$ cat config.mk
export PLATFORM = sky130hd
export DESIGN_NAME = dp_alu
export DESIGN_NICKNAME = d
export VERILOG_FILES = /design/src/rtl/alu_pkg.sv /design/src/rtl/alu_ctrl.sv /design/src/rtl/alu_datapath.sv /design/src/rtl/dp_alu.sv
export SDC_FILE = /design/constraint.sdc
export NUM_CORES = 1
export LEC_CHECK = 0
export CAP_MARGIN = 20
export CELL_PAD_IN_SITES_DETAIL_PLACEMENT = 0
export CELL_PAD_IN_SITES_GLOBAL_PLACEMENT = 1
export CORE_MARGIN = 5
export CORE_UTILIZATION = 42
export CTS_CLUSTER_SIZE = 12
export DETAILED_ROUTE_END_ITERATION = 6
export PLACE_DENSITY = 0.82
export REMOVE_ABC_BUFFERS = 1
export SLEW_MARGIN = 10
export SYNTH_ARGS = -nofsm -noshare
export SYNTH_HDL_FRONTEND = slang
export SYNTH_SLANG_ARGS = --single-unit
$ cat constraint.sdc
create_clock -name clk -period 11.7 [get_ports clk]
set_clock_uncertainty 0.05 [all_clocks]
set_input_delay 2.34 -clock clk [delete_from_list [all_inputs] [get_ports clk]]
set_output_delay 2.34 -clock clk [all_outputs]
set_load 0.03 [all_outputs]
$ cat src/rtl/alu_pkg.sv
package alu_pkg;

  typedef enum logic [3:0] {
    OP_AND = 4'h0, OP_EOR = 4'h1, OP_SUB = 4'h2, OP_RSB = 4'h3,
    OP_ADD = 4'h4, OP_ADC = 4'h5, OP_SBC = 4'h6, OP_RSC = 4'h7,
    OP_TST = 4'h8, OP_TEQ = 4'h9, OP_CMP = 4'hA, OP_CMN = 4'hB,
    OP_ORR = 4'hC, OP_MOV = 4'hD, OP_BIC = 4'hE, OP_MVN = 4'hF
  } aluOp_e;

  typedef enum logic [1:0] {
    CIN_ZERO = 2'd0,
    CIN_ONE  = 2'd1,
    CIN_FLAG = 2'd2
  } cinSel_e;

  typedef enum logic [2:0] {
    LG_AND  = 3'd0,
    LG_XOR  = 3'd1,
    LG_OR   = 3'd2,
    LG_BIC  = 3'd3,
    LG_PASS = 3'd4,
    LG_INV  = 3'd5
  } logicSel_e;

  // Strobes from control to datapath
  typedef struct packed {
    logic      useAdder;  // result and C/V come from the adder
    logic      swapAB;    // reverse operand order into the adder
    logic      invY;      // invert the second adder input
    cinSel_e   cinSel;    // adder carry-in source
    logicSel_e logicSel;  // bitwise function
    logic      writeRes;  // result write strobe
    logic      flagEn;    // flag store load enable
  } aluStrobe_t;

endpackage

$ cat src/rtl/alu_ctrl.sv
module alu_ctrl
  import alu_pkg::*;
(
  input  logic       opValid,
  input  logic [3:0] opcode,
  input  logic       setFlags,
  output aluStrobe_t strb
);

  logic isCompare;

  // Codes 0x8..0xB are the compare-only group
  assign isCompare = (opcode[3:2] == 2'b10);

  always_comb begin
    strb          = '0;
    strb.cinSel   = CIN_ZERO;
    strb.logicSel = LG_AND;
    unique case (aluOp_e'(opcode))
      OP_AND: strb.logicSel = LG_AND;
      OP_EOR: strb.logicSel = LG_XOR;
      OP_TST: strb.logicSel = LG_AND;
      OP_TEQ: strb.logicSel = LG_XOR;
      OP_ORR: strb.logicSel = LG_OR;
      OP_MOV: strb.logicSel = LG_PASS;
      OP_BIC: strb.logicSel = LG_BIC;
      OP_MVN: strb.logicSel = LG_INV;
      OP_ADD, OP_CMN: begin
        strb.useAdder = 1'b1;
      end
      OP_ADC: begin
        strb.useAdder = 1'b1;
        strb.cinSel   = CIN_FLAG;
      end
      OP_SUB, OP_CMP: begin
        strb.useAdder = 1'b1;
        strb.invY     = 1'b1;
        strb.cinSel   = CIN_ONE;
      end
      OP_SBC: begin
        strb.useAdder = 1'b1;
        strb.invY     = 1'b1;
        strb.cinSel   = CIN_FLAG;
      end
      OP_RSB: begin
        strb.useAdder = 1'b1;
        strb.swapAB   = 1'b1;
        strb.invY     = 1'b1;
        strb.cinSel   = CIN_ONE;
      end
      OP_RSC: begin
        strb.useAdder = 1'b1;
        strb.swapAB   = 1'b1;
        strb.invY     = 1'b1;
        strb.cinSel   = CIN_FLAG;
      end
      default: strb.logicSel = LG_AND;
    endcase
    strb.writeRes = opValid && !isCompare;
    strb.flagEn   = opValid && (setFlags || isCompare);
  end

endmodule

$ cat src/rtl/alu_datapath.sv
module alu_datapath
  import alu_pkg::*;
#(
  parameter int DataW = 32,
  parameter int ImmW  = 8,
  parameter int RotW  = 4,
  localparam int ShW  = $clog2(DataW),
  localparam int Msb  = DataW - 1
) (
  input  logic             clk,
  input  logic             rstN,
  input  aluStrobe_t       strb,
  input  logic [DataW-1:0] opA,
  input  logic [DataW-1:0] regB,
  input  logic [ShW-1:0]   shiftAmt,
  input  logic             useImm,
  input  logic [ImmW-1:0]  immByte,
  input  logic [RotW-1:0]  immRot,
  output logic [DataW-1:0] result,
  output logic             resultWe,
  output logic             nextN,
  output logic             nextZ,
  output logic             nextC,
  output logic             nextV,
  output logic             flagN,
  output logic             flagZ,
  output logic             flagC,
  output logic             flagV
);

  // ---------------- operand 2 ----------------
  logic [DataW-1:0]   immExt;
  logic [2*DataW-1:0] immDbl;
  logic [DataW-1:0]   immVal;
  logic [DataW:0]     shExt;
  logic [DataW-1:0]   opB;
  logic               shCarry;

  assign immExt = {{(DataW-ImmW){1'b0}}, immByte};
  assign immDbl = {immExt, immExt} >> {immRot, 1'b0};
  assign immVal = immDbl[DataW-1:0];
  assign shExt  = {1'b0, regB} << shiftAmt;

  always_comb begin
    if (useImm) begin
      opB     = immVal;
      shCarry = (immRot == '0) ? flagC : immVal[Msb];
    end else begin
      opB     = shExt[DataW-1:0];
      shCarry = (shiftAmt == '0) ? flagC : shExt[DataW];
    end
  end

  // ---------------- adder ----------------
  logic [DataW-1:0] addX, addY;
  logic             addCin;
  logic [DataW:0]   addSum;
  logic             addOvf;

  always_comb begin
    addX = strb.swapAB ? opB : opA;
    addY = strb.swapAB ? opA : opB;
    if (strb.invY) addY = ~addY;
    unique case (strb.cinSel)
      CIN_ONE:  addCin = 1'b1;
      CIN_FLAG: addCin = flagC;
      default:  addCin = 1'b0;
    endcase
  end

  assign addSum = {1'b0, addX} + {1'b0, addY} + {{DataW{1'b0}}, addCin};
  assign addOvf = (addX[Msb] == addY[Msb]) && (addSum[Msb] != addX[Msb]);

  // ---------------- bitwise unit ----------------
  logic [DataW-1:0] logicRes;

  always_comb begin
    unique case (strb.logicSel)
      LG_XOR:  logicRes = opA ^ opB;
      LG_OR:   logicRes = opA | opB;
      LG_BIC:  logicRes = opA & ~opB;
      LG_PASS: logicRes = opB;
      LG_INV:  logicRes = ~opB;
      default: logicRes = opA & opB;
    endcase
  end

  // ---------------- result and flags ----------------
  assign result   = strb.useAdder ? addSum[DataW-1:0] : logicRes;
  assign resultWe = strb.writeRes;
  assign nextN    = result[Msb];
  assign nextZ    = (result == '0);
  assign nextC    = strb.useAdder ? addSum[DataW] : shCarry;
  assign nextV    = strb.useAdder ? addOvf : flagV;

  always_ff @(posedge clk or negedge rstN) begin
    if (!rstN) begin
      flagN <= 1'b0;
      flagZ <= 1'b0;
      flagC <= 1'b0;
      flagV <= 1'b0;
    end else if (strb.flagEn) begin
      flagN <= nextN;
      flagZ <= nextZ;
      flagC <= nextC;
      flagV <= nextV;
    end
  end

  // ---------------- assertions ----------------
  a_r6_flags_hold: assert property (@(posedge clk) disable iff (!rstN)
    !strb.flagEn |=> $stable({flagN, flagZ, flagC, flagV}));

  a_r9_logic_keeps_v: assert property (@(posedge clk) disable iff (!rstN)
    (strb.flagEn && !strb.useAdder) |=> (flagV == $past(flagV)));

  a_r7_z_tracks_zero: assert property (@(posedge clk) disable iff (!rstN)
    strb.flagEn |=> (flagZ == ($past(result) == '0)));

  a_r7_n_tracks_msb: assert property (@(posedge clk) disable iff (!rstN)
    strb.flagEn |=> (flagN == $past(result[Msb])));

endmodule

$ cat src/rtl/dp_alu.sv
module dp_alu
  import alu_pkg::*;
#(
  parameter int DataW = 32,
  parameter int ImmW  = 8,
  parameter int RotW  = 4,
  localparam int ShW  = $clog2(DataW)
) (
  input  logic             clk,
  input  logic             rstN,
  input  logic             opValid,
  input  logic [3:0]       opcode,
  input  logic             setFlags,
  input  logic             useImm,
  input  logic [DataW-1:0] opA,
  input  logic [DataW-1:0] regB,
  input  logic [ShW-1:0]   shiftAmt,
  input  logic [ImmW-1:0]  immByte,
  input  logic [RotW-1:0]  immRot,
  output logic [DataW-1:0] result,
  output logic             resultWe,
  output logic             nextN,
  output logic             nextZ,
  output logic             nextC,
  output logic             nextV,
  output logic             flagN,
  output logic             flagZ,
  output logic             flagC,
  output logic             flagV
);

  aluStrobe_t strb;

  alu_ctrl u_ctrl (
    .opValid  (opValid),
    .opcode   (opcode),
    .setFlags (setFlags),
    .strb     (strb)
  );

  alu_datapath #(
    .DataW (DataW),
    .ImmW  (ImmW),
    .RotW  (RotW)
  ) u_dp (
    .clk      (clk),
    .rstN     (rstN),
    .strb     (strb),
    .opA      (opA),
    .regB     (regB),
    .shiftAmt (shiftAmt),
    .useImm   (useImm),
    .immByte  (immByte),
    .immRot   (immRot),
    .result   (result),
    .resultWe (resultWe),
    .nextN    (nextN),
    .nextZ    (nextZ),
    .nextC    (nextC),
    .nextV    (nextV),
    .flagN    (flagN),
    .flagZ    (flagZ),
    .flagC    (flagC),
    .flagV    (flagV)
  );

  a_r5_compare_no_write: assert property (@(posedge clk) disable iff (!rstN)
    (opValid && opcode[3:2] == 2'b10) |-> !resultWe);

  a_r13_idle_quiet: assert property (@(posedge clk) disable iff (!rstN)
    !opValid |=> $stable({flagN, flagZ, flagC, flagV}));

  a_r13_idle_no_write: assert property (@(posedge clk) disable iff (!rstN)
    !opValid |-> !resultWe);

endmodule

==> results.tsv, run 1 <==
stage	metric	value	unit
outcome	status	finished clean	
pwr	power per cell area	87.3	nW/um^2
global_route	pin count of the biggest net entering global routing	55	
timing	slew at the pin closest to its max-slew limit	1000	ps
yosys	multiplexer share of the synthesized area	20.3	%
clock_network	Max Buffers Root-to-Sink	2	
yosys	Syn Area/Cell	6.92	sq um
timing	Rel. slew slack	33.2	%
layout	Multi-input gate area	8440	sq um
run	number of max-cap violations	0	
drt	DR WL/cell	23.7	um
clock_network	CTS HTree Levels	1	
drt	1st-iter DRT viols	1160	
worst_setup_path	worst path cell trace	clkdlybuf4s50_1, nor3_1, o2bb2ai_1, or3_1, o21ai_0, xnor2_1, ha_1, o211ai_1, a21o_1, a31oi_1, o21ai_0, a211oi_1, mux2i_1, a211oi_1, clkdlybuf4s50_1	
yosys	count of cell types in the netlist	90	
worst_setup_path	crit path to	result[29]	
yosys	largest family of logic cells by synthesized area	compound AO/OA/AOI/OAI gates	
pwr	combinational cell fraction of total power	91.8	%
pwr	Peak VDD IR	55.0	uV
placed_design	detailed placement HPWL	30.4	mm
clock_network	CTS Buf Count	3	
pwr	Lkg Pwr	4.20	nW
yosys	Post-Synth XOR/XNOR Area	5.31	%
timing	Hold Vio Cnt, Final	0	
pwr	Clock power frac	5.8	%
placed_design	# port buffers	130	
clock_network	clk_lat worst skew	230	ps
clock_network	Root Driver	clkbuf_16	
worst_setup_path	Crit. End Element	output port	
layout	ANT cells	0	
worst_setup_path	r2r startpoint	u_dp.flagC$_DFFE_PN0P_	
timing	final worst path period need	10750	ps
timing	hold slack final	429	ps
timing	unrepaired setup endpoints after global routing	false	
worst_setup_path	Worst EP arrival	8360	ps
layout	synthesis-to-layout area growth	16.0	%
yosys	post-synthesis adder-cell area fraction	9.24	%
drt	Post-DRT Antenna Nets	0	
yosys	number of synthesized flops with an enable pin	0	
pwr	NetSw	530	uW
worst_setup_path	Slowest-stage cell, CP	nor3_1	
timing	Max Clk Rate	93.0	MHz
timing	Final Worst Setup Slack	945	ps
layout	share of layout cells above drive strength 1	11.7	%
yosys	synthesized instance count	1333	
global_route	first-pass GRT wire length	60.3	mm
timing	setup_tns	0	ps
yosys	top_reg_cell synth	dfrtp_1	
floorplan	Placement Rows	54	
timing	crit share post-route	91.9	%
layout	nets	1548	
worst_setup_path	R2R depth	15	
global_route	initial antenna violation count	0	
worst_setup_path	Crit Path Class	primary input to output port	
drt	DRC	0	
floorplan	die area	25000	sq um
clock_network	Clock Sinks	4	
yosys	Synth Area in Compound Gates	35.6	%
pwr	Seq pwr share	2.5	%
worst_setup_path	Worst Path Required	9310	ps
clock_network	post-CTS resize count	0	
clock_network	Post-CTS Setup Inserts	0	
pwr	internal power	405	uW
clock_network	Worst-path clk slew	30	ps
floorplan	I/O pins	131	
worst_setup_path	flop-to-flop setup slack	7110	ps
yosys	simple-gate area share of the yosys netlist	20.8	%
hold_path	Hold Crit Class	register to register	
worst_setup_path	CP Launch Type	primary input	
layout	commonest non-fill, non-tap cell in the layout	a21oi_1	
drt	drt pass-1 iters	6	
placed_design	gpl congestion	0.968	
drt	DR vias	11100	
layout	FF/Latch Area	100	sq um
timing	setup violators final	0	
worst_setup_path	CP max FO	19	
worst_setup_path	RR Endpoint	u_dp.flagZ$_DFFE_PN0P_	
layout	Layout fillers	2239	
floorplan	Die Span X	158	um
yosys	Syn Std Cell Area	9230	sq um
floorplan	core area	21800	sq um
worst_setup_path	crit-path max cell delay	900	ps
clock_network	TritonCTS clock tree	yes	
drt	WL final	39.6	mm
global_route	grt ovf	0	
drt	vias per cell	6.67	
pwr	Sw Ratio	56.7	%
timing	count of final max-slew check failures	0	
placed_design	pre-CTS setup slack	1060	ps
layout	most frequent cells in the layout	a21oi_1 (162), o21ai_0 (130), nand2_1 (130), clkdlybuf4s50_1 (118), nor2_1 (107)	
floorplan	Die Y	158	um
worst_setup_path	worst setup path start	shiftAmt[3]	
global_route	vias in the first global route	10300	
floorplan	starting density of the core	42.4	%
global_route	global-route usage over all layers	30.4	%
yosys	post-synthesis sequential area ratio	1.08	%
yosys	Ys Warns	0	
clock_network	Hold Buf Count CTS	0	
yosys	fraction of registers with async set/reset	100	%
yosys	synthesized flop and latch total	4	
layout make-up:
| class | instances | area share [%] |
|---|---|---|
| clock buffer | 3 | 0.701 |
| inverter | 53 | 1.86 |
| multi-input combinational | 1161 | 78.8 |
| sequential | 4 | 0.935 |
| tap | 280 | 3.27 |
| timing repair buffer | 168 | 14.4 |
layer usage:
layer,share of wire (%),routed length [um],track usage (%)
met2,43,17100,46.0
met4,2.5,976,7.19
met1,44,17500,44.9
met5,0,0,0
met3,10,4060,5.11
cells by family after synthesis:
family / Yosys count
AND/OR/NAND/NOR: 402
adder cells (fa/ha/maj): 67
multiplexers: 131
AO/OA/AOI/OAI: 505
flip-flops: 4
buffers and inverters: 168
XOR/XNOR: 56
state kept, by name, indices dropped and copies added (netlist names):
| signal | count |
|---|---|
| u_dp.flagC | 1 |
| u_dp.flagV | 1 |
| u_dp.flagZ | 1 |
| u_dp.flagN | 1 |
worst min path at each step:
stage / slack, ps / from / to / cells past startpoint
floorplan: 620 / u_dp.flagZ$_DFFE_PN0P_ / u_dp.flagZ$_DFFE_PN0P_ / 2
global placement: 430 / u_dp.flagZ$_DFFE_PN0P_ / u_dp.flagZ$_DFFE_PN0P_ / 2
detailed placement: 430 / u_dp.flagZ$_DFFE_PN0P_ / u_dp.flagZ$_DFFE_PN0P_ / 2
CTS: 440 / u_dp.flagZ$_DFFE_PN0P_ / u_dp.flagZ$_DFFE_PN0P_ / 2
global route: 450 / u_dp.flagZ$_DFFE_PN0P_ / u_dp.flagZ$_DFFE_PN0P_ / 2
finish: 430 / u_dp.flagZ$_DFFE_PN0P_ / u_dp.flagZ$_DFFE_PN0P_ / 2
worst max-delay path: cells and delay by family:
kind	cells	cell delay, ps
AO/OA/AOI/OAI	8	2450
buffers and inverters	2	1630
AND/OR/NAND/NOR	2	1340
adder cells (fa/ha/maj)	1	370
multiplexers	1	130
XOR/XNOR	1	90
through the flow:
stage	cells	total power, mW	utilization (%)	instance area (sq um)
floorplan	1218	0.561	-	8720
global placement	1666	0.865	48.9	10600
detailed placement	1666	0.867	48.9	10600
CTS	1669	0.926	49.2	10700
global route	1669	1.00	49.2	10700
finish	1669	0.934	49.2	10700
power groups by stage:
stage / clock network [mW] / registers [mW] / logic (mW)
2_1_floorplan: 0 / 0.0294 / 0.531
3_3_place_gp: 0 / 0.0227 / 0.842
3_5_place_dp: 0 / 0.0231 / 0.844
4_1_cts: 0.0550 / 0.0229 / 0.848
5_1_grt: 0.0554 / 0.0231 / 0.924
6_report: 0.0539 / 0.0230 / 0.857
synthesized netlist by cell type, types with 10 or more instances:
cell	number	area, sq um
o22ai_1	16	100
nor2_1	108	405
buf_1	13	48.8
mux2i_1	61	611
and2_1	13	81.3
o21ai_0	131	656
nand2b_1	16	100
nand2_1	131	492
nor3_1	22	110
inv_1	51	191
xnor2_1	43	377
a21o_1	14	105
xor2_1	13	114
nor2b_1	14	87.6
a21oi_1	162	811
o211ai_1	14	105
ha_1	65	813
a211oi_1	18	135
clkbuf_1	78	293
mux4_2	42	946
a31oi_1	11	68.8
buf_2	15	75.1
mux2_2	27	304
nand3_1	30	150
o31ai_1	10	75.1
a32oi_1	11	96.3
Note: power is estimated with default switching activity, not from simulation.
==> inputs of run 2 (changes only) <==
--- a/config.mk
+++ b/config.mk
@@ -13,6 +13,7 @@
 export CTS_CLUSTER_SIZE = 12
 export DETAILED_ROUTE_END_ITERATION = 6
 export PLACE_DENSITY = 0.82
+export RECOVER_POWER = 100
 export REMOVE_ABC_BUFFERS = 1
 export SLEW_MARGIN = 10
 export SYNTH_ARGS = -nofsm -noshare
==> results.tsv, run 2 (same netlist as run 1, synthesis figures left out) <==
stage	metric	value	unit
global_route	vias in the first global route	10300	
layout	nets	1548	
hold_path	HP Start	u_dp.flagZ$_DFFE_PN0P_	
layout	commonest non-fill, non-tap cell in the layout	a21oi_1	
layout	most frequent cells in the layout	a21oi_1 (162), o21ai_0 (130), nand2_1 (130), nor2_1 (107), clkdlybuf4s50_1 (82)	
global_route	GR Util met3	5.11	%
timing	crit share post-route	94.0	%
global_route	grt ovf	0	
timing	unrepaired setup endpoints after global routing	false	
pwr	total power draw	916	uW
layout	share of layout cells above drive strength 1	11.1	%
worst_setup_path	r2r startpoint	u_dp.flagC$_DFFE_PN0P_	
placed_design	DP Cell Count	1666	
clock_network	Hold Buf Count CTS	0	
clock_network	Worst-path clk slew	30	ps
pwr	power per cell area	85.8	nW/um^2
clock_network	TritonCTS clock tree	yes	
clock_network	CTS HTree Levels	1	
worst_setup_path	Worst EP arrival	8610	ps
timing	slew at the pin closest to its max-slew limit	1470	ps
global_route	pin count of the biggest net entering global routing	55	
clock_network	post-CTS resize count	0	
worst_setup_path	RR Endpoint	u_dp.flagZ$_DFFE_PN0P_	
floorplan	Die Y	158	um
timing	Max Clk Rate	90.9	MHz
drt	DR WL/cell	23.7	um
hold_path	Endpoint, Worst Hold	u_dp.flagZ$_DFFE_PN0P_	
drt	Post-DRT Antenna Nets	0	
placed_design	placement-stage cell area	10600	sq um
global_route	first-pass GRT wire length	60.3	mm
worst_setup_path	CP max FO	19	
drt	vias per cell	6.63	
timing	Hold Vio Cnt, Final	0	
run	number of max-cap violations	0	
floorplan	I/O pins	131	
global_route	met2 usage	46.0	%
placed_design	detailed placement HPWL	30.4	mm
worst_setup_path	Crit. End Element	output port	
timing	setup_tns	0	ps
worst_setup_path	Crit Path Class	primary input to output port	
clock_network	Post-CTS Setup Inserts	0	
drt	DRC	0	
timing	count of final max-slew check failures	0	
timing	Rel. slew slack	1.73	%
clock_network	CTS Buf Count	3	
drt	1st-iter DRT viols	1196	
worst_setup_path	flop-to-flop setup slack	7030	ps
hold_path	Hold Crit Class	register to register	
floorplan	core area	21800	sq um
global_route	initial antenna violation count	1	
layout	ANT cells	0	
layout	synthesis-to-layout area growth	15.6	%
global_route	grt peak-use layer	met2	
worst_setup_path	R2R depth	15	
layout	Post-Layout Inst Area	10700	sq um
outcome	status	finished clean	
drt	drt pass-1 iters	5	
floorplan	die area	25000	sq um
timing	final worst path period need	11000	ps
placed_design	# port buffers	130	
layout	Finished Layout Cells	1669	
worst_setup_path	CP Launch Type	primary input	
pwr	Lkg Pwr	4.19	nW
pwr	Peak VDD IR	53.4	uV
global_route	global-route usage over all layers	30.4	%
placed_design	gpl congestion	0.968	
hold_path	cell count of the worst hold path	2	
clock_network	Max Buffers Root-to-Sink	2	
worst_setup_path	Worst Path Required	9310	ps
drt	WL final	39.5	mm
floorplan	Die Span X	158	um
floorplan	Placement Rows	54	
floorplan	starting density of the core	42.4	%
clock_network	Root Driver	clkbuf_16	
timing	setup violators final	0	
drt	DR vias	11100	
clock_network	clk_lat worst skew	230	ps
clock_network	Clock Sinks	4	
global_route	met1 Track Usage GR	44.9	%
[run 2: worst max path at each step]
stage | endpoint | cells after the start | slack, ps | startpoint
finish | nextZ | 21 | 700 | shiftAmt[3]
detailed placement | result[29] | 15 | 1060 | shiftAmt[3]
global route | nextZ | 21 | 440 | shiftAmt[3]
global placement | result[29] | 15 | 1130 | shiftAmt[3]
floorplan | nextZ | 18 | 1100 | opcode[1]
CTS | result[29] | 15 | 1040 | shiftAmt[3]
[run 2: stage by stage]
stage	worst slack, ps	util (%)	hold WS, ps
after floorplan	1100	-	622
after global placement	1130	48.9	425
after detailed placement	1060	48.9	429
after CTS	1040	49.2	440
after global routing	436	49.1	454
final	704	49.1	425
[run 2: where the power goes]
part	total, mW	internal [mW]	leakage [nW]	switching, mW
clock network	0.0539	0.0437	0.0370	0.0102
registers	0.0231	0.0180	0.0504	0.00504
logic	0.839	0.326	4.11	0.513
[run 2: routing by layer]
layer / share of wire [%] / vias to the layer above
met4: 2.7 / 2
li1: - / 5172
met1: 45 / 5298
met3: 9.3 / 72
met2: 43 / 527
met5: 0.033 / -
[run 2: area by class of cell]
| cell class | count | area (sq um) |
|---|---|---|
| multi-input cells | 1161 | 8430 |
| inverters | 53 | 199 |
| clock buffers | 3 | 75.1 |
| well taps | 280 | 350 |
| flip-flops and latches | 4 | 100 |
| repair buffers | 168 | 1520 |
| fillers | 2249 | 11100 |
[run 2: critical path, stage by stage]
cell and delay, ps:
dlygate4sd3_1 1090, clkbuf_1 290, mux2_2 380, a222oi_1 400
nor2_1 100, nor4b_1 270, clkbuf_1 330, a21oi_1 140
xnor2_1 150, ha_1 370, and3_1 230, and4_1 290
nand3_1 160, a211oi_1 590, nor3_1 150, xor2_1 160
a32oi_1 80, nor4_1 440, nand3_1 200, nor3_1 220
buf_4 190
==> inputs of run 3 (changes only) <==
--- a/config.mk
+++ b/config.mk
@@ -8,7 +8,7 @@
 export CAP_MARGIN = 20
 export CELL_PAD_IN_SITES_DETAIL_PLACEMENT = 0
 export CELL_PAD_IN_SITES_GLOBAL_PLACEMENT = 1
-export CORE_MARGIN = 5
+export CORE_MARGIN = 3
 export CORE_UTILIZATION = 42
 export CTS_CLUSTER_SIZE = 12
 export DETAILED_ROUTE_END_ITERATION = 6
==> results.tsv, run 3 (same netlist as run 1, synthesis figures left out) <==
stage	metric	value	unit
outcome	status	finished clean	
clock_network	CTS Buf Count	3	
timing	crit share post-route	94.7	%
worst_setup_path	Worst Path Required	9310	ps
clock_network	CTS HTree Levels	1	
floorplan	starting density of the core	43.4	%
pwr	Lkg Pwr	4.17	nW
timing	hold slack final	428	ps
clock_network	post-CTS resize count	0	
layout	Post-Layout Inst Area	10600	sq um
worst_setup_path	worst path cell trace	dlygate4sd3_1, mux4_2, a222oi_1, nor2_1, nor4b_1, buf_4, a21oi_1, xnor2_1, ha_1, and3_1, and4_1, nand3_1, a211oi_1, nor3_1, xor2_1, a32oi_1, nor4_2, nand3_1, nor3_1, clkbuf_1	
layout	Core Util, Final	49.9	%
placed_design	placement-stage cell area	10600	sq um
hold_path	Hold Crit Class	register to register	
clock_network	Max Buffers Root-to-Sink	2	
floorplan	core area	21300	sq um
clock_network	Post-CTS Setup Inserts	0	
timing	Max Clk Rate	90.2	MHz
global_route	vias in the first global route	10300	
timing	count of final max-slew check failures	0	
layout	synthesis-to-layout area growth	15.2	%
placed_design	gpl congestion	0.998	
placed_design	detailed placement HPWL	30.1	mm
timing	setup_tns	0	ps
run	number of max-cap violations	0	
worst_setup_path	Buf/Inv on CP	3	
global_route	pin count of the biggest net entering global routing	61	
global_route	first-pass GRT wire length	61.4	mm
timing	unrepaired setup endpoints after global routing	false	
worst_setup_path	Crit Path Class	primary input to output port	
clock_network	Hold Buf Count CTS	0	
timing	setup violators final	0	
drt	DRC	0	
drt	WL final	39.8	mm
global_route	initial antenna violation count	0	
timing	Rel. slew slack	31.4	%
drt	1st-iter DRT viols	1153	
placed_design	# port buffers	130	
clock_network	Clock Sinks	4	
worst_setup_path	Crit. End Element	output port	
worst_setup_path	CP max FO	19	
global_route	global-route usage over all layers	31.9	%
floorplan	Die Span X	154	um
worst_setup_path	Slowest-stage cell, CP	dlygate4sd3_1	
worst_setup_path	CP top delay family	simple AND/OR/NAND/NOR gates	
timing	slew at the pin closest to its max-slew limit	1030	ps
timing	Hold Vio Cnt, Final	0	
drt	DR WL/cell	24.0	um
clock_network	clk_lat worst skew	230	ps
worst_setup_path	crit-path max cell delay	1020	ps
worst_setup_path	Worst EP arrival	8690	ps
worst_setup_path	CP Launch Type	primary input	
timing	final worst path period need	11080	ps
clock_network	Worst-path clk slew	30	ps
floorplan	I/O pins	131	
pwr	Peak VDD IR	52.9	uV
layout	commonest non-fill, non-tap cell in the layout	a21oi_1	
clock_network	TritonCTS clock tree	yes	
pwr	total power draw	917	uW
layout	most frequent cells in the layout	a21oi_1 (162), o21ai_0 (130), nand2_1 (130), nor2_1 (107), clkdlybuf4s50_1 (82)	
drt	Post-DRT Antenna Nets	0	
layout	ANT cells	0	
layout	nets	1542	
drt	DR vias	11100	
clock_network	Root Driver	clkbuf_16	
global_route	grt ovf	0	
drt	vias per cell	6.68	
floorplan	Placement Rows	53	
drt	drt pass-1 iters	6	
floorplan	die area	23800	sq um
layout	Layout fillers	2170	
floorplan	Die Y	154	um
layout	share of layout cells above drive strength 1	10.9	%
pwr	power per cell area	86.2	nW/um^2
## run 3: cell type report
cell class / count / area (sq um) / area share, %
well taps: 275 / 344 / 3.24
multi-input cells: 1161 / 8440 / 79.4
clock buffers: 3 / 75.1 / 0.706
repair buffers: 162 / 1470 / 13.9
flip-flops and latches: 4 / 100 / 0.942
inverters: 53 / 199 / 1.87
## run 3: tightest hold or removal path: cells and delay by family (launching register included)
family / cells / cell delay [ps]
flops: 1 / 330
simple gates: 1 / 70
compound gates: 1 / 50
## run 3: per-stage QoR
stage	std cells	setup slack [ps]
2_1_floorplan	1218	1100
3_3_place_gp	1654	1040
3_5_place_dp	1654	978
4_1_cts	1657	945
5_1_grt	1658	287
6_report	1658	619
## run 3: per-layer routing
layer	wire [um]	global-route usage, %	vias up
met1	17600	46.5	5281
met5	0	0	-
met2	17600	49.8	555
li1	-	-	5164
met3	3770	5.60	74
met4	815	6.14	0
## run 3: final timing paths
check	start	cells after the start	end	slack, ps
setup reg to reg	u_dp.flagC$_DFFE_PN0P_	15	u_dp.flagZ$_DFFE_PN0P_	7100
min in group asynchronous	rstN	1	u_dp.flagN$_DFFE_PN0P_	2340
max in group asynchronous	rstN	1	u_dp.flagC$_DFFE_PN0P_	9090
setup / recovery	shiftAmt[3]	20	nextZ	620
hold / removal	u_dp.flagZ$_DFFE_PN0P_	2	u_dp.flagZ$_DFFE_PN0P_	430
hold reg to reg	u_dp.flagZ$_DFFE_PN0P_	2	u_dp.flagZ$_DFFE_PN0P_	430
## run 3: power by group
group          switching (mW)  internal [mW]
clock                  0.0104         0.0437
sequential            0.00513         0.0180
combinational           0.516          0.323
